--- config.mk ---
export PLATFORM = sky130hd
export DESIGN_NAME = loopbr_resolver
export DESIGN_NICKNAME = d
export VERILOG_FILES = /design/src/rtl/loopbr_pkg.sv /design/src/rtl/loopbr_slot_check.sv /design/src/rtl/loopbr_count_unit.sv /design/src/rtl/loopbr_while_unit.sv /design/src/rtl/loopbr_resolver.sv
export SDC_FILE = /design/constraint.sdc
export NUM_CORES = 1
export LEC_CHECK = 0
export BUFFER_PORTS_ARGS = -buffer_cell sky130_fd_sc_hd__buf_2
export CORE_MARGIN = 2
export CORE_UTILIZATION = 57
export CTS_CLUSTER_DIAMETER = 60
export DETAILED_ROUTE_END_ITERATION = 12
export PLACE_DENSITY = 0.92
export SLEW_MARGIN = 30
export SYNTH_ARGS = -nofsm -noshare
export SYNTH_HDL_FRONTEND = slang
export SYNTH_HIERARCHICAL = 1
export SYNTH_SLANG_ARGS = --single-unit
--- constraint.sdc ---
create_clock -name clk -period 15.7 [get_ports clk]
set_input_delay 3.14 -clock clk [delete_from_list [all_inputs] [get_ports clk]]
set_output_delay 3.14 -clock clk [all_outputs]
set_load 0.01 [all_outputs]
--- src/rtl/loopbr_pkg.sv ---
package loopbr_pkg;
  typedef enum logic [1:0] {
    OP_NONE  = 2'd0,
    OP_CLOOP = 2'd1,
    OP_WTOP  = 2'd2,
    OP_WEXIT = 2'd3
  } loop_op_e;

  typedef enum logic [1:0] {
    STG_KERNEL  = 2'd0,
    STG_FILLDRN = 2'd1,
    STG_LASTDRN = 2'd2,
    STG_DRAINED = 2'd3
  } loop_stage_e;
endpackage

--- src/rtl/loopbr_slot_check.sv ---
module loopbr_slot_check import loopbr_pkg::*; #(
  parameter int SLOT_W    = 2,
  parameter int LOOP_SLOT = 2
) (
  input  logic [1:0]        op_i,
  input  logic [SLOT_W-1:0] slot_i,
  output logic              is_loop_o,
  output logic              fault_o
);
  assign is_loop_o = (op_i != OP_NONE);
  // placement fault does not depend on the branch outcome
  assign fault_o   = is_loop_o && (slot_i != SLOT_W'(LOOP_SLOT));
endmodule

--- src/rtl/loopbr_count_unit.sv ---
module loopbr_count_unit #(
  parameter int LC_W = 64
) (
  input  logic [LC_W-1:0] lc_i,
  output logic            taken_o,
  output logic [LC_W-1:0] lc_next_o
);
  function automatic logic [LC_W-1:0] lc_step(input logic [LC_W-1:0] v);
    return (v == '0) ? v : v - LC_W'(1);
  endfunction

  assign taken_o   = (lc_i != '0);
  assign lc_next_o = lc_step(lc_i);
endmodule

--- src/rtl/loopbr_while_unit.sv ---
module loopbr_while_unit import loopbr_pkg::*; #(
  parameter int EC_W    = 6,
  parameter int RRB_W   = 7,
  parameter int RRB_MOD = 96
) (
  input  logic             exit_i,
  input  logic             qp_i,
  input  logic [EC_W-1:0]  ec_i,
  input  logic [RRB_W-1:0] rrb_i,
  output loop_stage_e      stage_o,
  output logic             taken_o,
  output logic [EC_W-1:0]  ec_next_o,
  output logic [RRB_W-1:0] rrb_next_o
);
  localparam logic [RRB_W-1:0] RRB_TOP = RRB_W'(RRB_MOD - 1);

  function automatic logic [RRB_W-1:0] rrb_dec(input logic [RRB_W-1:0] r);
    return (r == '0) ? RRB_TOP : r - RRB_W'(1);
  endfunction

  logic top_take;
  logic rot;

  always_comb begin
    if (qp_i)                     stage_o = STG_KERNEL;
    else if (ec_i > EC_W'(1))     stage_o = STG_FILLDRN;
    else if (ec_i == EC_W'(1))    stage_o = STG_LASTDRN;
    else                          stage_o = STG_DRAINED;
  end

  always_comb begin
    top_take  = 1'b0;
    rot       = 1'b1;
    ec_next_o = ec_i;
    unique case (stage_o)
      STG_KERNEL:  top_take = 1'b1;
      STG_FILLDRN: begin top_take = 1'b1; ec_next_o = ec_i - EC_W'(1); end
      STG_LASTDRN: ec_next_o = ec_i - EC_W'(1);
      STG_DRAINED: rot = 1'b0;
      default:     rot = 1'b0;
    endcase
  end

  assign taken_o    = exit_i ? ~top_take : top_take;
  assign rrb_next_o = rot ? rrb_dec(rrb_i) : rrb_i;
endmodule

--- src/rtl/loopbr_resolver.sv ---
module loopbr_resolver import loopbr_pkg::*; #(
  parameter int LC_W      = 64,
  parameter int EC_W      = 6,
  parameter int RRB_W     = 7,
  parameter int RRB_MOD   = 96,
  parameter int SLOT_W    = 2,
  parameter int LOOP_SLOT = 2
) (
  input  logic              clk,
  input  logic              rst_n,
  input  logic              req_valid,
  input  logic [1:0]        req_op,
  input  logic [SLOT_W-1:0] req_slot,
  input  logic              req_qp,
  input  logic              init_we,
  input  logic [LC_W-1:0]   init_lc,
  input  logic [EC_W-1:0]   init_ec,
  input  logic [RRB_W-1:0]  init_rrb,
  input  logic              init_p63,
  output logic              rsp_valid,
  output logic              rsp_taken,
  output logic              rsp_fault,
  output logic [LC_W-1:0]   lc_q,
  output logic [EC_W-1:0]   ec_q,
  output logic [RRB_W-1:0]  rrb_q,
  output logic              p63_q,
  output logic              lc_we,
  output logic              ec_we,
  output logic              rrb_we,
  output logic              p63_we
);
  // named internal events
  logic              req_fire;
  logic              is_loop;
  logic              slot_fault;
  logic              do_cloop;
  logic              do_while;
  logic              cnt_taken;
  logic [LC_W-1:0]   cnt_lc_next;
  loop_stage_e       wh_stage;
  logic              wh_taken;
  logic [EC_W-1:0]   wh_ec_next;
  logic [RRB_W-1:0]  wh_rrb_next;
  logic              next_taken;

  assign req_fire = req_valid && !init_we;

  loopbr_slot_check #(.SLOT_W(SLOT_W), .LOOP_SLOT(LOOP_SLOT)) u_slot (
    .op_i(req_op), .slot_i(req_slot), .is_loop_o(is_loop), .fault_o(slot_fault)
  );

  loopbr_count_unit #(.LC_W(LC_W)) u_cnt (
    .lc_i(lc_q), .taken_o(cnt_taken), .lc_next_o(cnt_lc_next)
  );

  loopbr_while_unit #(.EC_W(EC_W), .RRB_W(RRB_W), .RRB_MOD(RRB_MOD)) u_wh (
    .exit_i(req_op == OP_WEXIT), .qp_i(req_qp), .ec_i(ec_q), .rrb_i(rrb_q),
    .stage_o(wh_stage), .taken_o(wh_taken), .ec_next_o(wh_ec_next),
    .rrb_next_o(wh_rrb_next)
  );

  assign do_cloop = req_fire && is_loop && !slot_fault && (req_op == OP_CLOOP);
  assign do_while = req_fire && is_loop && !slot_fault &&
                    ((req_op == OP_WTOP) || (req_op == OP_WEXIT));
  assign next_taken = (do_cloop && cnt_taken) || (do_while && wh_taken);

  always_ff @(posedge clk) begin
    if (!rst_n || init_we) begin
      lc_q      <= init_lc;
      ec_q      <= init_ec;
      rrb_q     <= init_rrb;
      p63_q     <= init_p63;
      rsp_valid <= 1'b0;
      rsp_taken <= 1'b0;
      rsp_fault <= 1'b0;
      lc_we     <= 1'b0;
      ec_we     <= 1'b0;
      rrb_we    <= 1'b0;
      p63_we    <= 1'b0;
    end else begin
      rsp_valid <= req_fire;
      rsp_taken <= next_taken;
      rsp_fault <= req_fire && slot_fault;
      lc_we     <= do_cloop;
      ec_we     <= do_while;
      rrb_we    <= do_while;
      p63_we    <= do_while;
      if (do_cloop) lc_q <= cnt_lc_next;
      if (do_while) begin
        ec_q  <= wh_ec_next;
        rrb_q <= wh_rrb_next;
        p63_q <= 1'b0;
      end
    end
  end
endmodule

Yosys cells after proc, flatten, opt, wreduce, memory -nomap -nowiden
Cells that the tools add are included.
Operators by class
  add/subtract/negate cells: 3
  order comparisons: 1
  equality and inequality tests: 10
  muxes and demuxes: 17
  bitwise logic cells: 1
  reduce and logical (&&, ||, !) cells: 28
Operators with widths (count)
  64-bit 2-to-1 mux: 3
  64-bit logical NOT: 1
  64-bit nonzero test: 1
  64-bit by 1-bit subtractor with 64-bit output, second input constant: 1
  7-bit 2-to-1 mux: 4
  6-bit 2-to-1 mux: 3
  1-bit logical AND: 9
  2-bit equality test, second input constant: 4
  2-bit nonzero test: 4
  7-bit logical NOT: 1
  7-bit by 1-bit subtractor with 7-bit output, second input constant: 1
  6-bit by 1-bit equality test with 1-bit output, second input constant: 1
  6-bit by 1-bit greater-than comparator with 1-bit output, second input constant: 1
  2-bit != test, second input constant: 3
  2-bit AND reduction: 3
  6-bit by 1-bit subtractor with 6-bit output, second input constant: 1
  1-bit 2-to-1 mux: 5
  2-bit by 1-bit equality test with 1-bit output, second input constant: 2
  2-bit 2-to-1 mux: 2
  2-bit OR reduction: 2
  1-bit logical NOT: 3
  1-bit logical OR: 3
  2-bit logical NOT: 1
  1-bit inverter: 1
Storage, ports and cells
  register bits after elaboration: 83
  bits of input ports: 87
  output and inout bits: 85
  word-level logic and storage cells: 69

Depth between registers and ports, before layout
Gate-level depths: netlist (run 1).
  word-level depth: 11
  mapped depth: 10
  mapped depth without buffers: 10

Cells and area by module
Netlist (run 1), hierarchy kept.
By module, submodules not included
  loopbr_resolver: instances 1, cells each 187, area each 3880.0 µm², sequential area each 2442.3 µm²
  loopbr_count_unit: instances 1, cells each 218, area each 1481.4 µm², sequential area each 0.0 µm²
  loopbr_while_unit: instances 1, cells each 50, area each 354.1 µm², sequential area each 0.0 µm²
  loopbr_slot_check: instances 1, cells each 3, area each 17.5 µm², sequential area each 0.0 µm²

Worst setup path before layout (run 1)
OpenSTA, ideal clock, no wires.
  path type: input port to flip-flop
  start point: input req_op[1]
  end point: register lc_q[0] (enable)
  library setup time: 0.574 ns
  data arrival time: 8.308 ns
  data required time: 15.126 ns
  path slack: 6.818 ns
  stages: 4
  path buffers: 0
  cells stage by stage: or2_1 a21boi_0 nand4bb_1 o21ai_0
Between the ends
  word-level cells in the longest chain between the ends: 7
  elaborated cells on any way between the ends: 9
  classes of those cells: eq/ne: 1; reduce/logical: 8
Ends and longest elaborated chain
  start, declared: line loopbr_resolver.sv:12  | input logic [1:0] req_op,
  2-bit nonzero test: line loopbr_slot_check.sv:10  | assign is_loop_o = (op_i != OP_NONE);
  1-bit logical AND: line loopbr_slot_check.sv:12  | assign fault_o = is_loop_o && (slot_i != SLOT_W'(LOOP_SLOT));
  named net slot_fault: line loopbr_resolver.sv:35  | logic slot_fault;
  1-bit logical NOT: line loopbr_resolver.sv:62  | assign do_cloop = req_fire && is_loop && !slot_fault && (req_op == OP_CLOOP);
  1-bit logical AND (2 in series): line loopbr_resolver.sv:62
  2-bit nonzero test (no source line)
  2-bit AND reduction (no source line)
  end signal, assigned: line loopbr_resolver.sv:69  | lc_q <= init_lc;
  end signal, assigned: line loopbr_resolver.sv:88  | if (do_cloop) lc_q <= cnt_lc_next;
  end, declared: line loopbr_resolver.sv:23  | output logic [LC_W-1:0] lc_q,
The timed path passes the listed nets, and every way through them passes these cells.
A chain may end at the register's enable or synchronous reset.

Worst setup path after layout (run 1)
  start point: input req_op[1]
  end point: register lc_q[51] (enable)
Between the ends
  word-level cells in the longest chain between the ends: 7
  elaborated cells on any way between the ends: 9
  classes of those cells: eq/ne: 1; reduce/logical: 8
Ends and longest elaborated chain
  2-bit nonzero test: line loopbr_slot_check.sv:10
  named net is_loop: line loopbr_resolver.sv:34  | logic is_loop;
  1-bit logical AND: line loopbr_slot_check.sv:12
  named net slot_fault: line loopbr_resolver.sv:35
  1-bit logical NOT: line loopbr_resolver.sv:62
  1-bit logical AND (2 in series): line loopbr_resolver.sv:62
  2-bit nonzero test (no source line)
  2-bit AND reduction (no source line)
The timed path passes the listed nets, and every way through them passes these cells.

==> results.ini, run 1 <==
[clock_network]
clkSinkCount=83
htreeDepth=3
worst_skew_pair.late_latency_ns=0.36
cts_buffer_count=9
ctsResizeCount=0
cts_tree=built
clk_pin_slew_worst_paths_ns=0.07
cts_hold_repair.buffers=0
cts_setup_buffers=0
clock_tree.buffer_depth=2
cts_root_buffer=clkbuf_8

[die]
die-area_um2=10880
die_height_um=104.3
std_cell_rows=36
core_area_um2=9774
num_ports=172
initial_core_util_pct=58.65
dieWidth_um=104.3

[worst_setup_path]
timing.critical_path.from_type=input port
critical_path.cell_chain=buf_2 -> or2_1 -> a21boi_0 -> nand4bb_1 -> o21ai_4 -> buf_4
max_stage_delay_ns=0.65
cp-end-kind=register
crit_family=buffers and inverters
critical_path_arrival_ns=4.92
worst-endpoint-required_ns=15.68
worstSetupPathType=in -> reg
critical_path.n_buffers_inverters=2
critPathSlowestCell=buf_4
crit_fanout=64

[finish]
area.sequential_um2=2442
synthToLayoutAreaGrowth_pct=17.81
layout-drive-gt1-share_pct=44.87
multi_input_comb_area_um2=3045
final_nets=722
num-fill-cells=734
n_antenna_cell=0
final_core_util_pct=69.10

[timing]
worst_hold_slack_ns=0.7534
report.final.slew_viol_count=0
crit_path_time_final_ns=4.934
tcrit_tclk_final_pct=31.43
slew-limit-headroom_pct=38.28
tightestPinTransition_ns=0.9257
finalClockSkew_ns=0.01030
clock.fmax_mhz=202.7
setup_viol=0
timing.setup.tns_ns=0
finalHoldViolCount=0
grt_setup_unrepaired=false

[grt]
via_count_of_the_first_global_routing_pass=4415
number_of_antenna_violations_at_the_first_check_in_global_routing=0
grt.overflow.total=0
grt_max_degree=65
track_usage_pct=25.54
wire_length_of_the_first_global_routing_pass_mm=22.14

[logic_synthesis]
number_of_enable_type_register_cells_in_the_synthesized_netlist=78
synthesized_area_per_cell_um2=12.52
synth_nets=552
synth_sequential_area_ratio_pct=42.60
synthesis.instances=458
postSynth.asyncResetShare_pct=0
yosys_warnings=6
synth_seq_cells=83
most_common_flop_cell_mapped_by_yosys=edfxtp_1
synth.cell_area_um2=5733
synth_cell_type_count=56

[routing]
viasPerCell=5.637
drt_first_iter_violations=287
detail_route.drc_violations=0
wl_per_cell_um=18.10
ant_nets=0
detail_route.first_pass.iterations=6
wl_met2_mm=7.097
top_layer_used=met4
route.final.wire_length_mm=13.87
detailroute.via_count=4318
met3WireLength_um=857
m1WireLength_mm=5.682

[power]
final_power_mw=0.5608
power.static_leakage_nw=2.883
irDropWorstVdd_mv=0.04788
power_density_nw_per_um2=83.03

[outcome]
status=finished clean

[placement]
placement.io_buffers=171
hpwl_after_detailed_placement_mm=10.27
place_congestion=0.8188

[hold_path]
timing.hold.worst.class=reg -> reg

[flow_run]
max_cap_viol_count=0

registers in the layout, indices dropped and copies added, names as in the netlist:
name	cells
p63_q	1
rsp_valid	1
lc_we	1
lc_q	64
rsp_taken	1
ec_q	6
p63_we	1
rsp_fault	1
rrb_q	7
cell usage in the layout, fill, tap and decap left out, drive strengths merged, types with 3 or more instances in the layout:
master	n
nor4	25
o211ai	3
or3	8
or2	5
and3	5
nor4b	4
buf	174
nor2b	3
clkbuf	14
nand2	21
inv	13
nor2	31
and2	3
or4	9
ha	7
xnor2	21
o21ai	6
o31ai	3
nand3	13
dfxtp	5
edfxtp	78
nor3	32
mux2	77
xor2	48
logic make-up after synthesis:
logic type | share of synthesized area [%]
AOI/OAI and AO/OA | 2.815
buffers and inverters | 4.539
DFF | 42.60
muxes | 20.38
and+or+nand+nor | 17.59
xor gates and xnor gates | 10.54
adders and majority gates | 1.528
cell usage after synthesis (all sizes together), types with 3 or more instances:
library cell  number  area, um2
nor3              32      181.4
o211ai             3      22.52
o31ai              3      36.28
mux2              77       1149
ha                 7      87.58
or3                8      50.05
or4                9      75.07
and3               5      31.28
xor2              48      420.4
nor4              25      196.4
or2                5      31.28
nor2b              3      26.27
edfxtp            78       2342
nand2             21      78.83
xnor2             21      183.9
nor4b              4      35.03
dfxtp              5      100.1
inv               13      48.80
o21ai              6      30.02
nor2              31      118.9
buf               14      207.7
nand3             13      65.06
and2               3      18.77
where the power goes:
part / total [mW] / switching (mW) / leakage, nW / internal [mW]
registers: 0.296 / 0.0266 / 0.836 / 0.269
logic: 0.125 / 0.0586 / 1.96 / 0.0661
clock network: 0.141 / 0.0746 / 0.0905 / 0.0659
through the flow:
step,area [um2],instances,worst slack (ns)
finish,6754,766,10.77
global route,6754,766,10.64
CTS,6754,766,10.78
detailed placement,6581,750,10.39
global placement,6578,750,10.40
floorplan,5733,458,6.818
final timing paths:
kind | from | to | slack (ns) | depth (start not counted)
setup / recovery | req_op[1] | lc_q[51] | 10.77 | 6
hold / removal | lc_q[59] | lc_q[59] | 0.75 | 2
setup reg to reg | lc_q[18] | lc_q[15] | 12.21 | 7
hold reg to reg | lc_q[59] | lc_q[59] | 0.75 | 2
worst register-to-register path: cells and delay by family (launching register included):
family,cells,cell delay [ns]
flip-flops,1,0.46
XOR/XNOR,1,0.20
AO/OA/AOI/OAI,1,0.83
multiplexers,1,0.27
AND/OR/NAND/NOR,4,1.48
cell type report:
| type | instances | share of cell area (%) |
|---|---|---|
| Inverter | 13 | 0.7225 |
| Timing Repair Buffer | 174 | 13.00 |
| Tap cell | 133 | 2.464 |
| Clock inverter | 2 | 0.1482 |
| Clock buffer | 14 | 2.408 |
| Sequential cell | 83 | 36.16 |
| Multi-Input combinational cell | 347 | 45.09 |
layer usage:
layer / track usage (%) / vias to the layer above
met4: 9.266 / 0
met5: 0 / -
met3: 3.195 / 20
met1: 31.95 / 2037
met2: 45.19 / 218
li1: - / 2043
Power figures use the tool's default switching activity.
==> run 2, diff against run 1 <==
--- a/config.mk
+++ b/config.mk
@@ -5,12 +5,13 @@
 export SDC_FILE = /design/constraint.sdc
 export NUM_CORES = 1
 export LEC_CHECK = 0
+export ABC_AREA = 1
 export BUFFER_PORTS_ARGS = -buffer_cell sky130_fd_sc_hd__buf_2
 export CORE_MARGIN = 2
-export CORE_UTILIZATION = 57
+export CORE_UTILIZATION = 55
 export CTS_CLUSTER_DIAMETER = 60
 export DETAILED_ROUTE_END_ITERATION = 12
-export PLACE_DENSITY = 0.92
+export PLACE_DENSITY = 0.87
 export SLEW_MARGIN = 30
 export SYNTH_ARGS = -nofsm -noshare
 export SYNTH_HDL_FRONTEND = slang
==> constraint.sdc (replaced) <==
create_clock -name clk -period 4.6 [get_ports clk]
set_input_delay 0.92 -clock clk [delete_from_list [all_inputs] [get_ports clk]]
set_output_delay 0.92 -clock clk [all_outputs]
set_load 0.01 [all_outputs]
==> results.ini, run 2 <==
[outcome]
status=finished clean

[finish]
largest_register_ffs=64
registers.top_by_ff_count=lc_q
biggestRegsByFlops=lc_q (64), rrb_q (7), ec_q (6)
layout-drive-gt1-share_pct=21.32
layout.cells.most_common_list=nand2_1, nor2_1, buf_2
layout_commonest_cell=nand2_1
final_core_util_pct=65.44
final_area_um2=7860
n_antenna_cell=0
final_nets=1300
layout.cells.non_filler=1357
synthToLayoutAreaGrowth_pct=16.57

[timing]
timing.setup.tns_ns=0
report.final.slew_viol_count=0
finalHoldViolCount=0
postLayoutSetupSlackWorst_ns=1.562
tightestPinTransition_ns=0.8383
finalClockSkew_ns=0.006051
tcrit_tclk_final_pct=66.04
crit_path_time_final_ns=3.038
clock.fmax_mhz=329.2
slew-limit-headroom_pct=44.11
grt_setup_unrepaired=false
setup_viol=0

[logic_synthesis]
synth_nets=1139
synth_commonest_cells=nand2_1, nor2_1, inv_1
netlist_top_cells_area=edfxtp_1, nand2_1, nor2_1
synth_sequential_area_ratio_pct=36.22
synth_seq_cells=83
synthesis.instances=1045
synth_cell_type_count=36
synth.most_common_cell=nand2_1
number_of_enable_type_register_cells_in_the_synthesized_netlist=78
postSynth.asyncResetShare_pct=0
synthesized_area_per_cell_um2=6.452
yosys.area.top_type_share_pct=34.74
synth.cell_area_um2=6743
most_common_flop_cell_mapped_by_yosys=edfxtp_1
yosys_warnings=6
synth_area_leader_cell=edfxtp_1

[clock_network]
cts_buffer_count=9
ctsResizeCount=0
worst_skew_pair.late_latency_ns=0.35
cts_root_buffer=clkbuf_16
cts_tree=built
htreeDepth=3
cts_setup_buffers=0
clkSinkCount=83
clock_tree.buffer_depth=2
cts_hold_repair.buffers=0
clk_pin_slew_worst_paths_ns=0.06

[worst_setup_path]
cp-end-kind=register
worst-endpoint-required_ns=4.55
critical_path_arrival_ns=2.98
timing.critical_path.from_type=input port
worstSetupPathType=in -> reg
crit_fanout=82

[routing]
route.final.wire_length_mm=20.60
detail_route.first_pass.iterations=8
ant_nets=0
drt_first_iter_violations=558
detail_route.drc_violations=0
detailroute.via_count=7152
viasPerCell=5.270
wl_per_cell_um=15.18

[power]
power.static_leakage_nw=3.803
irDropWorstVdd_mv=0.1846
power_density_nw_per_um2=274.2

[die]
core_area_um2=12010
initial_core_util_pct=56.14
num_ports=172
die-area_um2=13160
std_cell_rows=40
die_height_um=114.7
dieWidth_um=114.7

[placement]
hpwl_after_detailed_placement_mm=15.94
placement.io_buffers=171
place_ws_ns=1.175
number_of_placed_instances_taps_included=1342
place_congestion=0.9935
placement.cell_area_um2=7607

[grt]
grt.overflow.total=0
wire_length_of_the_first_global_routing_pass_mm=31.78
via_count_of_the_first_global_routing_pass=6385
number_of_antenna_violations_at_the_first_check_in_global_routing=0
track_usage_pct=31.47
grt_max_degree=83

[flow_run]
max_cap_viol_count=0

[hold_path]
timing.hold.worst.class=reg -> reg

-- run 2: changes by cell type in the layout (fill, tap and decap cells not counted), sizes merged, moves of 18 or more --
cell and delta:
nand2 +449, nand3 +29, xnor2 -18, xor2 -38, o21ai +18, nor4 -25
nor3 -28, a21oi +31, inv +95, mux2 -77, nor2 +182
-- run 2: worst paths after layout --
check	startpoint	endpoint	slack [ns]	cells past startpoint
setup / recovery	init_we	rrb_q[5]	1.56	5
hold / removal	ec_q[0]	ec_q[0]	0.74	4
setup reg to reg	lc_q[22]	lc_q[38]	2.31	10
hold reg to reg	ec_q[0]	ec_q[0]	0.74	4
-- run 2: layout make-up --
| cell class | instances | area, um2 |
|---|---|---|
| fillers | 1157 | 4151 |
| multi-input cells | 830 | 3681 |
| flip-flops and latches | 83 | 2442 |
| repair buffers | 173 | 883.3 |
| inverters | 109 | 416.7 |
| clock buffers | 12 | 236.5 |
| well taps | 147 | 183.9 |
| clock inverters | 3 | 16.27 |
-- run 2: logic make-up after synthesis --
| family | count (synthesis) | share of synthesized area (%) |
|---|---|---|
| AND/OR/NAND/NOR | 752 | 46.60 |
| buffers and inverters | 132 | 9.223 |
| flip-flops | 83 | 36.22 |
| AO/OA/AOI/OAI | 58 | 4.973 |
| XOR/XNOR | 13 | 1.689 |
| adder cells (fa/ha/maj) | 7 | 1.299 |
-- run 2: worst max-delay path: stages --
cell and delay, ns:
buf_2 0.11, inv_2 0.07, nand2_4 0.44, inv_4 0.81
nand2_1 0.59
-- run 2: per-layer routing --
layer	GRT usage, %	part of all wire [%]	vias up
met3	4.923	7.7	30
li1	-	-	3562
met2	51.83	47	312
met5	0	0	-
met1	42.06	43	3248
met4	11.97	2.6	0
-- run 2: through the flow --
| step | hold WS (ns) | total power, mW |
|---|---|---|
| final | 0.7379 | 2.155 |
| after global routing | 0.7604 | 2.260 |
| after CTS | 0.7277 | 2.152 |
| after detailed placement | 0.7092 | 1.514 |
| after global placement | 0.6913 | 1.501 |
| after floorplan | 0.7096 | 1.322 |
-- run 2: power breakdown --
| group | switching [mW] | leakage, nW | internal (mW) |
|---|---|---|---|
| logic | 0.296 | 2.83 | 0.189 |
| clock network | 0.287 | 0.120 | 0.360 |
| registers | 0.104 | 0.850 | 0.919 |
==> run 3, diff against run 2 <==
--- a/config.mk
+++ b/config.mk
@@ -5,13 +5,13 @@
 export SDC_FILE = /design/constraint.sdc
 export NUM_CORES = 1
 export LEC_CHECK = 0
-export ABC_AREA = 1
+export ABC_AREA = 0
 export BUFFER_PORTS_ARGS = -buffer_cell sky130_fd_sc_hd__buf_2
 export CORE_MARGIN = 2
-export CORE_UTILIZATION = 55
+export CORE_UTILIZATION = 48
 export CTS_CLUSTER_DIAMETER = 60
 export DETAILED_ROUTE_END_ITERATION = 12
-export PLACE_DENSITY = 0.87
+export PLACE_DENSITY = 0.83
 export SLEW_MARGIN = 30
 export SYNTH_ARGS = -nofsm -noshare
 export SYNTH_HDL_FRONTEND = slang
==> constraint.sdc (replaced) <==
create_clock -name clk -period 2.4 [get_ports clk]
set_input_delay 0.48 -clock clk [delete_from_list [all_inputs] [get_ports clk]]
set_output_delay 0.48 -clock clk [all_outputs]
set_load 0.01 [all_outputs]
==> results.ini, run 3 (synthesis gave the netlist of run 1 again) <==
[outcome]
status=complete, but fails checks
failed_checks=setup timing

[grt]
via_count_of_the_first_global_routing_pass=5410
grt.overflow.total=0
track_usage_pct=27.31
wire_length_of_the_first_global_routing_pass_mm=27.34
number_of_antenna_violations_at_the_first_check_in_global_routing=2
grt_max_degree=36

[power]
irDropWorstVdd_mv=0.3327
power.static_leakage_nw=3.854
power_density_nw_per_um2=509.5

[die]
initial_core_util_pct=49.78
die_height_um=113.3
num_ports=172
core_area_um2=11520
std_cell_rows=39
dieWidth_um=113.3
die-area_um2=12830

[placement]
placement.cell_area_um2=7682
hpwl_after_detailed_placement_mm=12.04
placement.io_buffers=171
place_congestion=0.9164

[timing]
postLayoutSetupSlackWorst_ns=-0.3954
timing.setup.tns_ns=-18.71
report.final.slew_viol_count=0
crit_path_time_final_ns=2.795
tightestPinTransition_ns=0.4975
slew-limit-headroom_pct=66.53
finalHoldViolCount=0
clock.fmax_mhz=357.7
setup_viol=65
grt_setup_unrepaired=true
tcrit_tclk_final_pct=116.5
finalClockSkew_ns=0.009474
worst_hold_slack_ns=0.4141

[finish]
multi_input_comb_area_um2=3655
largest_register_ffs=64
num-fill-cells=720
synthToLayoutAreaGrowth_pct=51.57
final_area_um2=8690
area.sequential_um2=2442
biggestRegsByFlops=lc_q (64), rrb_q (7), ec_q (6)
layout-drive-gt1-share_pct=64.78
registers.top_by_ff_count=lc_q
layout_commonest_cell=buf_2
final_nets=867
layout.cells.most_common_list=buf_2, buf_4, edfxtp_1

[routing]
detail_route.drc_violations=0
viasPerCell=5.682
detail_route.first_pass.iterations=5
detailroute.via_count=5239
wl_per_cell_um=20.42
drt_first_iter_violations=427
route.final.wire_length_mm=18.83
ant_nets=0

[clock_network]
cts_tree=built
cts_buffer_count=9
htreeDepth=3
clk_pin_slew_worst_paths_ns=0.06
cts_root_buffer=clkbuf_16
clock_tree.buffer_depth=2
cts_hold_repair.buffers=0
clkSinkCount=83
worst_skew_pair.late_latency_ns=0.35

[worst_setup_path]
crit_family=simple AND/OR/NAND/NOR gates
worstSetupPathType=reg -> reg
timing.critical_path.from_type=register
critical_path.n_buffers_inverters=0
critical_path_arrival_ns=2.90
critPathSlowestCell=or3b_4
worst-endpoint-required_ns=2.50
cp-end-kind=register
critical_path.cell_chain=or3_4 -> or3b_4 -> nor3_2 -> nand3_1 -> nor4_4 -> xor2_1 -> mux2_4
max_stage_delay_ns=0.49
crit_fanout=8

[flow_run]
max_cap_viol_count=0

[hold_path]
timing.hold.worst.class=in -> reg

==> run 3: power breakdown <==
part	total, mW	internal [mW]	switching (mW)
clock	1.31	0.734	0.572
combinational	1.25	0.660	0.586
sequential	1.88	1.76	0.118
total	4.43	3.15	1.28
==> run 3: what timing repair did <==
| item | 4_1_cts | 5_1_grt |
|---|---|---|
| resized for setup | 67 | 41 |
| setup buffers | 16 | 11 |
| pin swaps | 24 | 20 |
| setup endpoints to repair | 68 | 73 |
==> run 3: final timing paths <==
check,from,to,slack [ns],depth (start not counted)
worst min-delay path,req_valid,rsp_valid,0.41,2
worst min register to register,rrb_q[4],rrb_q[4],0.81,3
worst max-delay path,lc_q[45],lc_q[55],-0.40,7
worst max register to register,lc_q[45],lc_q[55],-0.40,7
==> run 3: per-layer routing <==
layer	up-vias	track usage, %	share of wire [%]
met5	-	0	0
met4	0	13.66	4.4
met3	79	4.017	5.9
met2	252	47.62	50
met1	2562	32.92	40
li1	2346	-	-
==> run 3: cell type report <==
cell class	count	share of cell area, %
Multi-Input combinational cell	347	42.06
Sequential cell	83	28.11
Inverter	13	0.5616
Tap cell	143	2.059
Timing Repair Buffer	319	24.18
Clock buffer	16	3.009
Antenna cell	1	0.02880
==> run 3: through the flow <==
step                utilization, %  setup WS [ns]  total power, mW  std cells
floorplan                        -        -0.3760            2.507        458
CTS                          73.01        -0.2833            4.370        910
global route                 75.46        -0.4450            4.566        922
detailed placement           66.71        -0.5334            3.026        878
finish                       75.46        -0.3954            4.428        922
global placement             66.71        -0.3795            2.977        878
